`src/rtl/wreg_pkg.sv`:
```
package wreg_pkg;

    localparam int DEF_N_REGS   = 32;
    localparam int DEF_REG_W    = 8;
    localparam int DEF_N_PTRS   = 3;
    localparam int DEF_PTR_BASE = 26;

    // pointer pair select codes
    typedef enum logic [1:0] {
        PSEL_LOW  = 2'd0,
        PSEL_MID  = 2'd1,
        PSEL_HIGH = 2'd2,
        PSEL_NONE = 2'd3
    } psel_e;

endpackage

```
`src/rtl/wreg_ptr_map.sv`:
```
module wreg_ptr_map #(
    parameter int N_REGS   = wreg_pkg::DEF_N_REGS,
    parameter int N_PTRS   = wreg_pkg::DEF_N_PTRS,
    parameter int PTR_BASE = wreg_pkg::DEF_PTR_BASE,
    localparam int IDX_W   = $clog2(N_REGS),
    localparam int SEL_W   = $clog2(N_PTRS + 1)
) (
    input  logic [SEL_W-1:0] sel,
    output logic             valid,
    output logic [IDX_W-1:0] lo_idx,
    output logic [IDX_W-1:0] hi_idx
);

    // pairs start at an even index, low byte first
    always_comb begin
        valid  = (int'(sel) < N_PTRS);
        lo_idx = '0;
        if (valid) begin
            lo_idx = IDX_W'(PTR_BASE + 2 * int'(sel));
        end
        hi_idx = {lo_idx[IDX_W-1:1], 1'b1};
    end

endmodule

```
`src/rtl/wreg_store.sv`:
```
module wreg_store #(
    parameter int N_REGS = wreg_pkg::DEF_N_REGS,
    parameter int REG_W  = wreg_pkg::DEF_REG_W,
    localparam int IDX_W = $clog2(N_REGS),
    localparam int PTR_W = 2 * REG_W
) (
    input  logic                         clk,
    input  logic                         rst,
    input  logic                         byte_we,
    input  logic [IDX_W-1:0]             byte_idx,
    input  logic [REG_W-1:0]             byte_val,
    input  logic                         pair_we,
    input  logic [IDX_W-1:0]             pair_lo,
    input  logic [IDX_W-1:0]             pair_hi,
    input  logic [PTR_W-1:0]             pair_val,
    output logic [N_REGS-1:0][REG_W-1:0] regs
);

    typedef struct packed {
        logic [N_REGS-1:0][REG_W-1:0] regs;
    } store_t;

    store_t st_d, st_q;

    always_comb begin
        st_d = st_q;
        if (rst) begin
            st_d = '0;
        end else begin
            // pair first, so a byte write to the same register overrides it
            if (pair_we) begin
                st_d.regs[pair_lo] = pair_val[REG_W-1:0];
                st_d.regs[pair_hi] = pair_val[PTR_W-1:REG_W];
            end
            if (byte_we) begin
                st_d.regs[byte_idx] = byte_val;
            end
        end
    end

    always_ff @(posedge clk) begin
        st_q <= st_d;
    end

    assign regs = st_q.regs;

endmodule

```
`src/rtl/wreg_rd_port.sv`:
```
module wreg_rd_port #(
    parameter int N_REGS = wreg_pkg::DEF_N_REGS,
    parameter int REG_W  = wreg_pkg::DEF_REG_W,
    localparam int IDX_W = $clog2(N_REGS)
) (
    input  logic [N_REGS-1:0][REG_W-1:0] regs,
    input  logic [IDX_W-1:0]             idx,
    output logic [REG_W-1:0]             data
);

    always_comb begin
        data = regs[idx];
    end

endmodule

```
`src/rtl/wreg_file.sv`:
```
module wreg_file #(
    parameter int N_REGS   = wreg_pkg::DEF_N_REGS,
    parameter int REG_W    = wreg_pkg::DEF_REG_W,
    parameter int N_PTRS   = wreg_pkg::DEF_N_PTRS,
    parameter int PTR_BASE = wreg_pkg::DEF_PTR_BASE,
    localparam int IDX_W   = $clog2(N_REGS),
    localparam int PTR_W   = 2 * REG_W,
    localparam int SEL_W   = $clog2(N_PTRS + 1)
) (
    input  logic             clk,
    input  logic             rst,
    input  logic [IDX_W-1:0] rd_a_idx,
    output logic [REG_W-1:0] rd_a_data,
    input  logic [IDX_W-1:0] rd_b_idx,
    output logic [REG_W-1:0] rd_b_data,
    input  logic             wr_en,
    input  logic [IDX_W-1:0] wr_idx,
    input  logic [REG_W-1:0] wr_data,
    input  logic [SEL_W-1:0] ptr_sel,
    output logic [PTR_W-1:0] ptr_rd_data,
    input  logic             ptr_wr_en,
    input  logic [PTR_W-1:0] ptr_wr_data,
    output logic [PTR_W-1:0] prog_addr
);

    localparam int N_RD   = 2;
    localparam int TOP_LO = PTR_BASE + 2 * (N_PTRS - 1);

    logic [N_REGS-1:0][REG_W-1:0] regs;
    logic                         sel_ok;
    logic [IDX_W-1:0]             sel_lo, sel_hi;
    logic [N_RD-1:0][IDX_W-1:0]   rd_idx;
    logic [N_RD-1:0][REG_W-1:0]   rd_val;

    wreg_ptr_map #(
        .N_REGS(N_REGS), .N_PTRS(N_PTRS), .PTR_BASE(PTR_BASE)
    ) u_map (
        .sel(ptr_sel), .valid(sel_ok), .lo_idx(sel_lo), .hi_idx(sel_hi)
    );

    wreg_store #(
        .N_REGS(N_REGS), .REG_W(REG_W)
    ) u_store (
        .clk      (clk),
        .rst      (rst),
        .byte_we  (wr_en),
        .byte_idx (wr_idx),
        .byte_val (wr_data),
        .pair_we  (ptr_wr_en && sel_ok),
        .pair_lo  (sel_lo),
        .pair_hi  (sel_hi),
        .pair_val (ptr_wr_data),
        .regs     (regs)
    );

    assign rd_idx = {rd_b_idx, rd_a_idx};

    for (genvar p = 0; p < N_RD; p++) begin : g_rd
        wreg_rd_port #(
            .N_REGS(N_REGS), .REG_W(REG_W)
        ) u_rd (
            .regs(regs), .idx(rd_idx[p]), .data(rd_val[p])
        );
    end

    assign rd_a_data = rd_val[0];
    assign rd_b_data = rd_val[1];

    always_comb begin
        ptr_rd_data = '0;
        if (sel_ok) begin
            ptr_rd_data = {regs[sel_hi], regs[sel_lo]};
        end
        prog_addr = {regs[TOP_LO + 1], regs[TOP_LO]};
    end

endmodule

```
`config.mk`:
```
export PLATFORM = sky130hd
export DESIGN_NAME = wreg_file
export DESIGN_NICKNAME = d
export VERILOG_FILES = /design/src/rtl/wreg_pkg.sv /design/src/rtl/wreg_ptr_map.sv /design/src/rtl/wreg_store.sv /design/src/rtl/wreg_rd_port.sv /design/src/rtl/wreg_file.sv
export SDC_FILE = /design/constraint.sdc
export NUM_CORES = 1
export LEC_CHECK = 0
export BUFFER_PORTS_ARGS = -buffer_cell sky130_fd_sc_hd__buf_2
export CAP_MARGIN = 20
export CORE_ASPECT_RATIO = 1.4
export CORE_MARGIN = 10
export CORE_UTILIZATION = 60
export CTS_CLUSTER_DIAMETER = 50
export DETAILED_ROUTE_END_ITERATION = 16
export PLACE_DENSITY = 0.79
export SYNTH_ARGS = -nofsm -noshare
export SYNTH_HDL_FRONTEND = slang
export SYNTH_SLANG_ARGS = --single-unit
```
`constraint.sdc`:
```
create_clock -name clk -period 9.65 [get_ports clk]
set_clock_uncertainty 0.2 [all_clocks]
set_input_delay 1.93 -clock clk [delete_from_list [all_inputs] [get_ports clk]]
set_output_delay 1.93 -clock clk [all_outputs]
set_load 0.01 [all_outputs]
```
# After elaboration in Yosys (flattened, before gate mapping)

Cells that the tools add are included.

Word-level logic and storage cells: 68
Register bits: 256

Reductions and logical operators: 4
Magnitude comparators: 9
$add $sub $neg: 1
Multiplexer cells: 22

Operator list:

| cell                                                                                | count |
|---|---|
| 256-bit bitwise mux                                                                 | 3 |
| 256-bit two-way mux                                                                 | 3 |
| 8-bit binary-select mux with 5-bit select                                           | 3 |
| 8-bit demux with 5-bit select                                                       | 2 |
| 8-bit two-way mux                                                                   | 7 |
| 8-bit binary-select mux with 4-bit select                                           | 1 |
| 8-bit demux with 4-bit select                                                       | 1 |
| 5-bit by 6-bit less-than comparator with 1-bit output, second input constant        | 5 |
| 16-bit two-way mux                                                                  | 1 |
| 5-bit by 1-bit greater-or-equal comparator with 1-bit output, second input constant | 3 |
| 5-bit by 3-bit adder with 5-bit output, first input constant                        | 1 |
| 5-bit two-way mux                                                                   | 1 |
| 1-bit logical AND                                                                   | 4 |
| 2-bit less-than comparator, second input constant                                   | 1 |

# Logic depth before layout (Yosys ltp)

Word-level depth: 12
Mapped depth: 9
Gate-level depth less buffers: 5

# By module

A second synthesis with hierarchy kept.

Cells, all modules: 2868
Area total of the unflattened synthesis: 26907.1 um2

Modules (own cells, without submodules):

| module       | sequential area each (um2) | area an instance (um2) | instances | cells each |
|---|---|---|---|---|
| wreg_store   | 5124.9                     | 18356.4                | 1         | 2344 |
| wreg_file    | 0.0                        | 4474.3                 | 1         | 297 |
| wreg_rd_port | 0.0                        | 1994.4                 | 2         | 107 |
| wreg_ptr_map | 0.0                        | 87.6                   | 1         | 13 |

# Worst setup path after synthesis

OpenSTA, ideal clock, no wires.

Path type: in2out
From: input ptr_sel[0]
To: output ptr_rd_data[10]
Slack: 3171 ps
Arrival: 4349 ps
Required time: 7520 ps
Cell stages on the path: 8
Path through: clkbuf_1 > clkbuf_1 > inv_1 > ha_1 > clkbuf_1 > buf_2 > mux4_2 > nor2b_1

Word-level cells in the longest chain between the ends: 5

RTL lines:

| element                                                                                     | RTL line                               | text |
|---|---|---|
| start: declaration                                                                          | wreg_file.sv:19                        | `input logic [SEL_W-1:0] ptr_sel,` |
| 5-bit by 3-bit adder with 5-bit output / 2-bit less-than comparator (equally long branches) | wreg_ptr_map.sv:19, wreg_ptr_map.sv:16 |  |
| 5-bit two-way mux                                                                           | wreg_ptr_map.sv:18                     | `if (valid) begin` |
| 8-bit binary-select mux with 4-bit select                                                   | wreg_file.sv:72                        | `ptr_rd_data = {regs[sel_hi], regs[sel_lo]};` |
| 8-bit two-way mux (implied by the code)                                                     | wreg_file.sv:72                        |  |
| 16-bit two-way mux *                                                                        | wreg_file.sv:71                        | `if (sel_ok) begin` |
| end: declaration                                                                            | wreg_file.sv:20                        | `output logic [PTR_W-1:0] ptr_rd_data,` |

Every way passes the cells marked *; elsewhere a longest branch is shown, timed or not. The select of a mux whose other input is x is not followed.

# Worst setup path in the final report

From: input rd_a_idx[1]
To: output rd_a_data[7]

Word-level cells in the longest chain between the ends: 2

RTL lines:

| element                                   | RTL line           | text |
|---|---|---|
| start: declaration                        | wreg_file.sv:12    | `input logic [IDX_W-1:0] rd_a_idx,` |
| 8-bit binary-select mux with 5-bit select | wreg_rd_port.sv:12 | `data = regs[idx];` |
| 8-bit two-way mux (implied by the code)   | wreg_rd_port.sv:12 |  |
| end: declaration                          | wreg_file.sv:13    | `output logic [REG_W-1:0] rd_a_data,` |

Every way passes these cells. The select of a mux whose other input is x is not followed.

==> results.py <==
metrics = {
    "worst_hold_path": {
        "hp-start": "u_store.regs[59]",
        "min_path_type": "reg2reg",
        "hold_end": "u_store.regs[59]",
        "holdPathStages": 2,
    },
    "clocking": {
        "post_cts_buffers": 0,
        "ctsRootBufferMaster": "clkbuf_16",
        "cts_resized": 0,
        "insertion_delay_ns": 0.55,
        "cts_tree": "done",
        "cts_sinks": 256,
        "htree_levels": 1,
        "clockBufferDepth": 3,
        "cts_made_buffers": 28,
        "ctsHoldBuffers": 0,
        "clk_transition_reported_paths_ns": 0.06,
    },
    "timing": {
        "max_freq_mhz": 146,
        "fin_crit_sh": 0.711,
        "layout_setup_ws_ns": 2.79,
        "rsz0062_at_grt": "no",
        "worst-slew-pin-transition_ns": 1.13,
        "slew_viol_final": 0,
        "whs_ns": 0.283,
        "min_period_ns": 6.86,
        "hold_violations": 0,
        "tns_ns": 0,
        "relSlewSlack": 0.245,
        "setup_violations": 0,
    },
    "grt": {
        "overflow": 0,
        "grt_max_degree": 100,
        "grt_pass1_wl_um": 78700,
        "antenna_found_initial": 0,
        "grt_usage": 0.302,
        "grt_pass1_vias": 13700,
    },
    "setup_path": {
        "path_depth": 6,
        "worstPathRequired_ns": 7.52,
        "crit-reg2reg-capture": "u_store.regs[254]",
        "timing.rr.start": "u_store.regs[254]",
        "timing.critical_path.slowest_cell_delay_ns": 0.61,
        "critPathTopFamily": "multiplexers",
        "path_buf_inv": 3,
        "worstRegToRegCells": 2,
        "r2r_setup_slack_ns": 8.40,
        "end_kind": "output port",
        "worstPathArrival_ns": 4.73,
        "crit_chain": "buf_4, buf_4, mux4_2, mux4_2, mux2_2, buf_2",
        "worst_setup_path_start_kind": "primary input",
        "slowest_stage": "buf_4",
        "crit_type": "in2out",
        "critPathMaxFanout": 35,
    },
    "die": {
        "dieHeight_um": 208,
        "fp-row-count": 68,
        "start_util": 0.612,
        "chipWidth_um": 155,
        "io_pins": 93,
        "core_mm2": 0.0248,
        "die_area_mm2": 0.0322,
    },
    "drt": {
        "final_antenna_net_count": 0,
        "drt_iter0_drc": 2388,
        "drc": 0,
        "dr.pass1.iters": 7,
        "post_drt_wl_per_cell_um": 28.9,
        "avgViaCountPerCell": 7.78,
        "dr_total_vias": 13700,
        "routed_wirelength_um": 50900,
    },
    "logic_synthesis": {
        "ys_ff_latch": 256,
        "syn_inst": 1507,
        "synth_edf_count": 0,
        "synth_cell_types": 26,
        "syn_nets": 1557,
        "syn_area_mm2": 0.0152,
        "syn_area_per_cell_um2": 10.1,
        "ys.flop_type": "dfxtp_1",
        "async_flop_share": 0,
        "ys_warn_count": 0,
        "yosysSeqAreaShare": 0.337,
    },
    "placement": {
        "pre_cts_slack_ns": 2.78,
        "globalplace.congestion": 1.02,
        "dpl.hpwl_um": 29800,
        "placed_cells": 1708,
        "port-buffer-count": 92,
    },
    "outcome": {
        "outcome": "complete, no violations",
    },
    "cells_and_area": {
        "drive_above_1_share": 0.257,
        "nets": 1474,
        "largest_reg_flops": 256,
        "areaGrowthSynthToFinish_pct": 7.27,
        "fill_cells": 1864,
        "stdcell_count": 1761,
    },
    "run": {
        "max_cap_viol_count": 0,
    },
    "power": {
        "power_density_mw_per_mm2": 153,
        "leakage_nw": 5.45,
        "ir_drop_mv": 0.149,
    },
}
==> cells by family after synthesis <==
logic type / Yosys count / share of synthesized area
AOI/OAI and AO/OA: 464 / 0.182
adders and majority gates: 5 / 0.00412
buffers and inverters: 236 / 0.0667
DFF: 256 / 0.337
muxes: 240 / 0.304
and+or+nand+nor: 306 / 0.106
==> per-layer routing <==
layer / share of wire / vias to the layer above / global-route usage
li1: - / 5706 / -
met1: 0.33 / 6657 / 0.372
met2: 0.47 / 1112 / 0.461
met3: 0.14 / 225 / 0.0832
met4: 0.065 / 0 / 0.183
met5: 0 / - / 0
==> cells in the mapped netlist, types with 5 or more instances <==
cell / number / area [um2]
dfxtp_1: 256 / 5120
nand3_1: 210 / 1050
a21oi_1: 208 / 1040
clkbuf_1: 176 / 661
mux4_2: 176 / 3960
o211ai_1: 128 / 961
o21ai_0: 80 / 400
nor3_1: 49 / 245
a211oi_1: 48 / 360
mux2i_1: 48 / 480
buf_4: 28 / 210
buf_1: 22 / 82.6
mux2_2: 16 / 180
nor2b_1: 16 / 100
nand3b_1: 9 / 67.6
buf_2: 6 / 30.0
nand2_1: 6 / 22.5
and3b_1: 5 / 43.8
ha_1: 5 / 62.6
==> worst reg2reg max path, stage by stage, from the launching register on <==
cell and delay (ns):
dfxtp_1 0.57, mux2i_1 0.14, a211oi_1 0.26
==> area by class of cell <==
class,instances,area (um2),area share
timing repair buffer,121,724,0.0444
clock inverter,16,219,0.0134
antenna,1,2.50,0.000153
inverter,2,7.51,0.000460
tap,315,394,0.0242
clock buffer,35,737,0.0452
sequential,256,5120,0.314
multi-input combinational,1015,9100,0.558
==> report_power, final <==
| part | total, mW | internal [mW] | switching, mW |
|---|---|---|---|
| Sequential | 1.09 | 1.07 | 0.0195 |
| Clock | 1.13 | 0.656 | 0.471 |
| Combinational | 0.279 | 0.0897 | 0.189 |
==> how the worst max path moves through the flow <==
stage	startpoint	endpoint	slack (ns)
after floorplan	ptr_sel[0]	ptr_rd_data[10]	3.17
after global placement	rd_a_idx[1]	rd_a_data[2]	2.81
after detailed placement	rd_a_idx[1]	rd_a_data[2]	2.78
after CTS	rd_a_idx[1]	rd_a_data[7]	2.76
after global routing	rd_a_idx[1]	rd_a_data[2]	2.61
final	rd_a_idx[1]	rd_a_data[7]	2.79
==> placed cells by master, fill, tap and decap left out, types with 48 or more instances in the layout <==
cell type	count
buf_2	89
dfxtp_1	256
a211oi_1	48
nand3_1	209
mux4_2	176
o211ai_1	128
mux2i_1	48
a21oi_1	208
o21ai_0	80
nor3_1	48
==> per-stage QoR <==
step / utilization / instance area, um2 / total power [mW]
6_report: 0.656 / 16300 / 2.50
5_1_grt: 0.656 / 16300 / 2.55
4_1_cts: 0.656 / 16300 / 2.48
3_5_place_dp: 0.617 / 15300 / 1.38
3_3_place_gp: 0.615 / 15300 / 1.37
2_1_floorplan: - / 15200 / 1.30
Note: power is estimated with default switching activity, not from simulation.
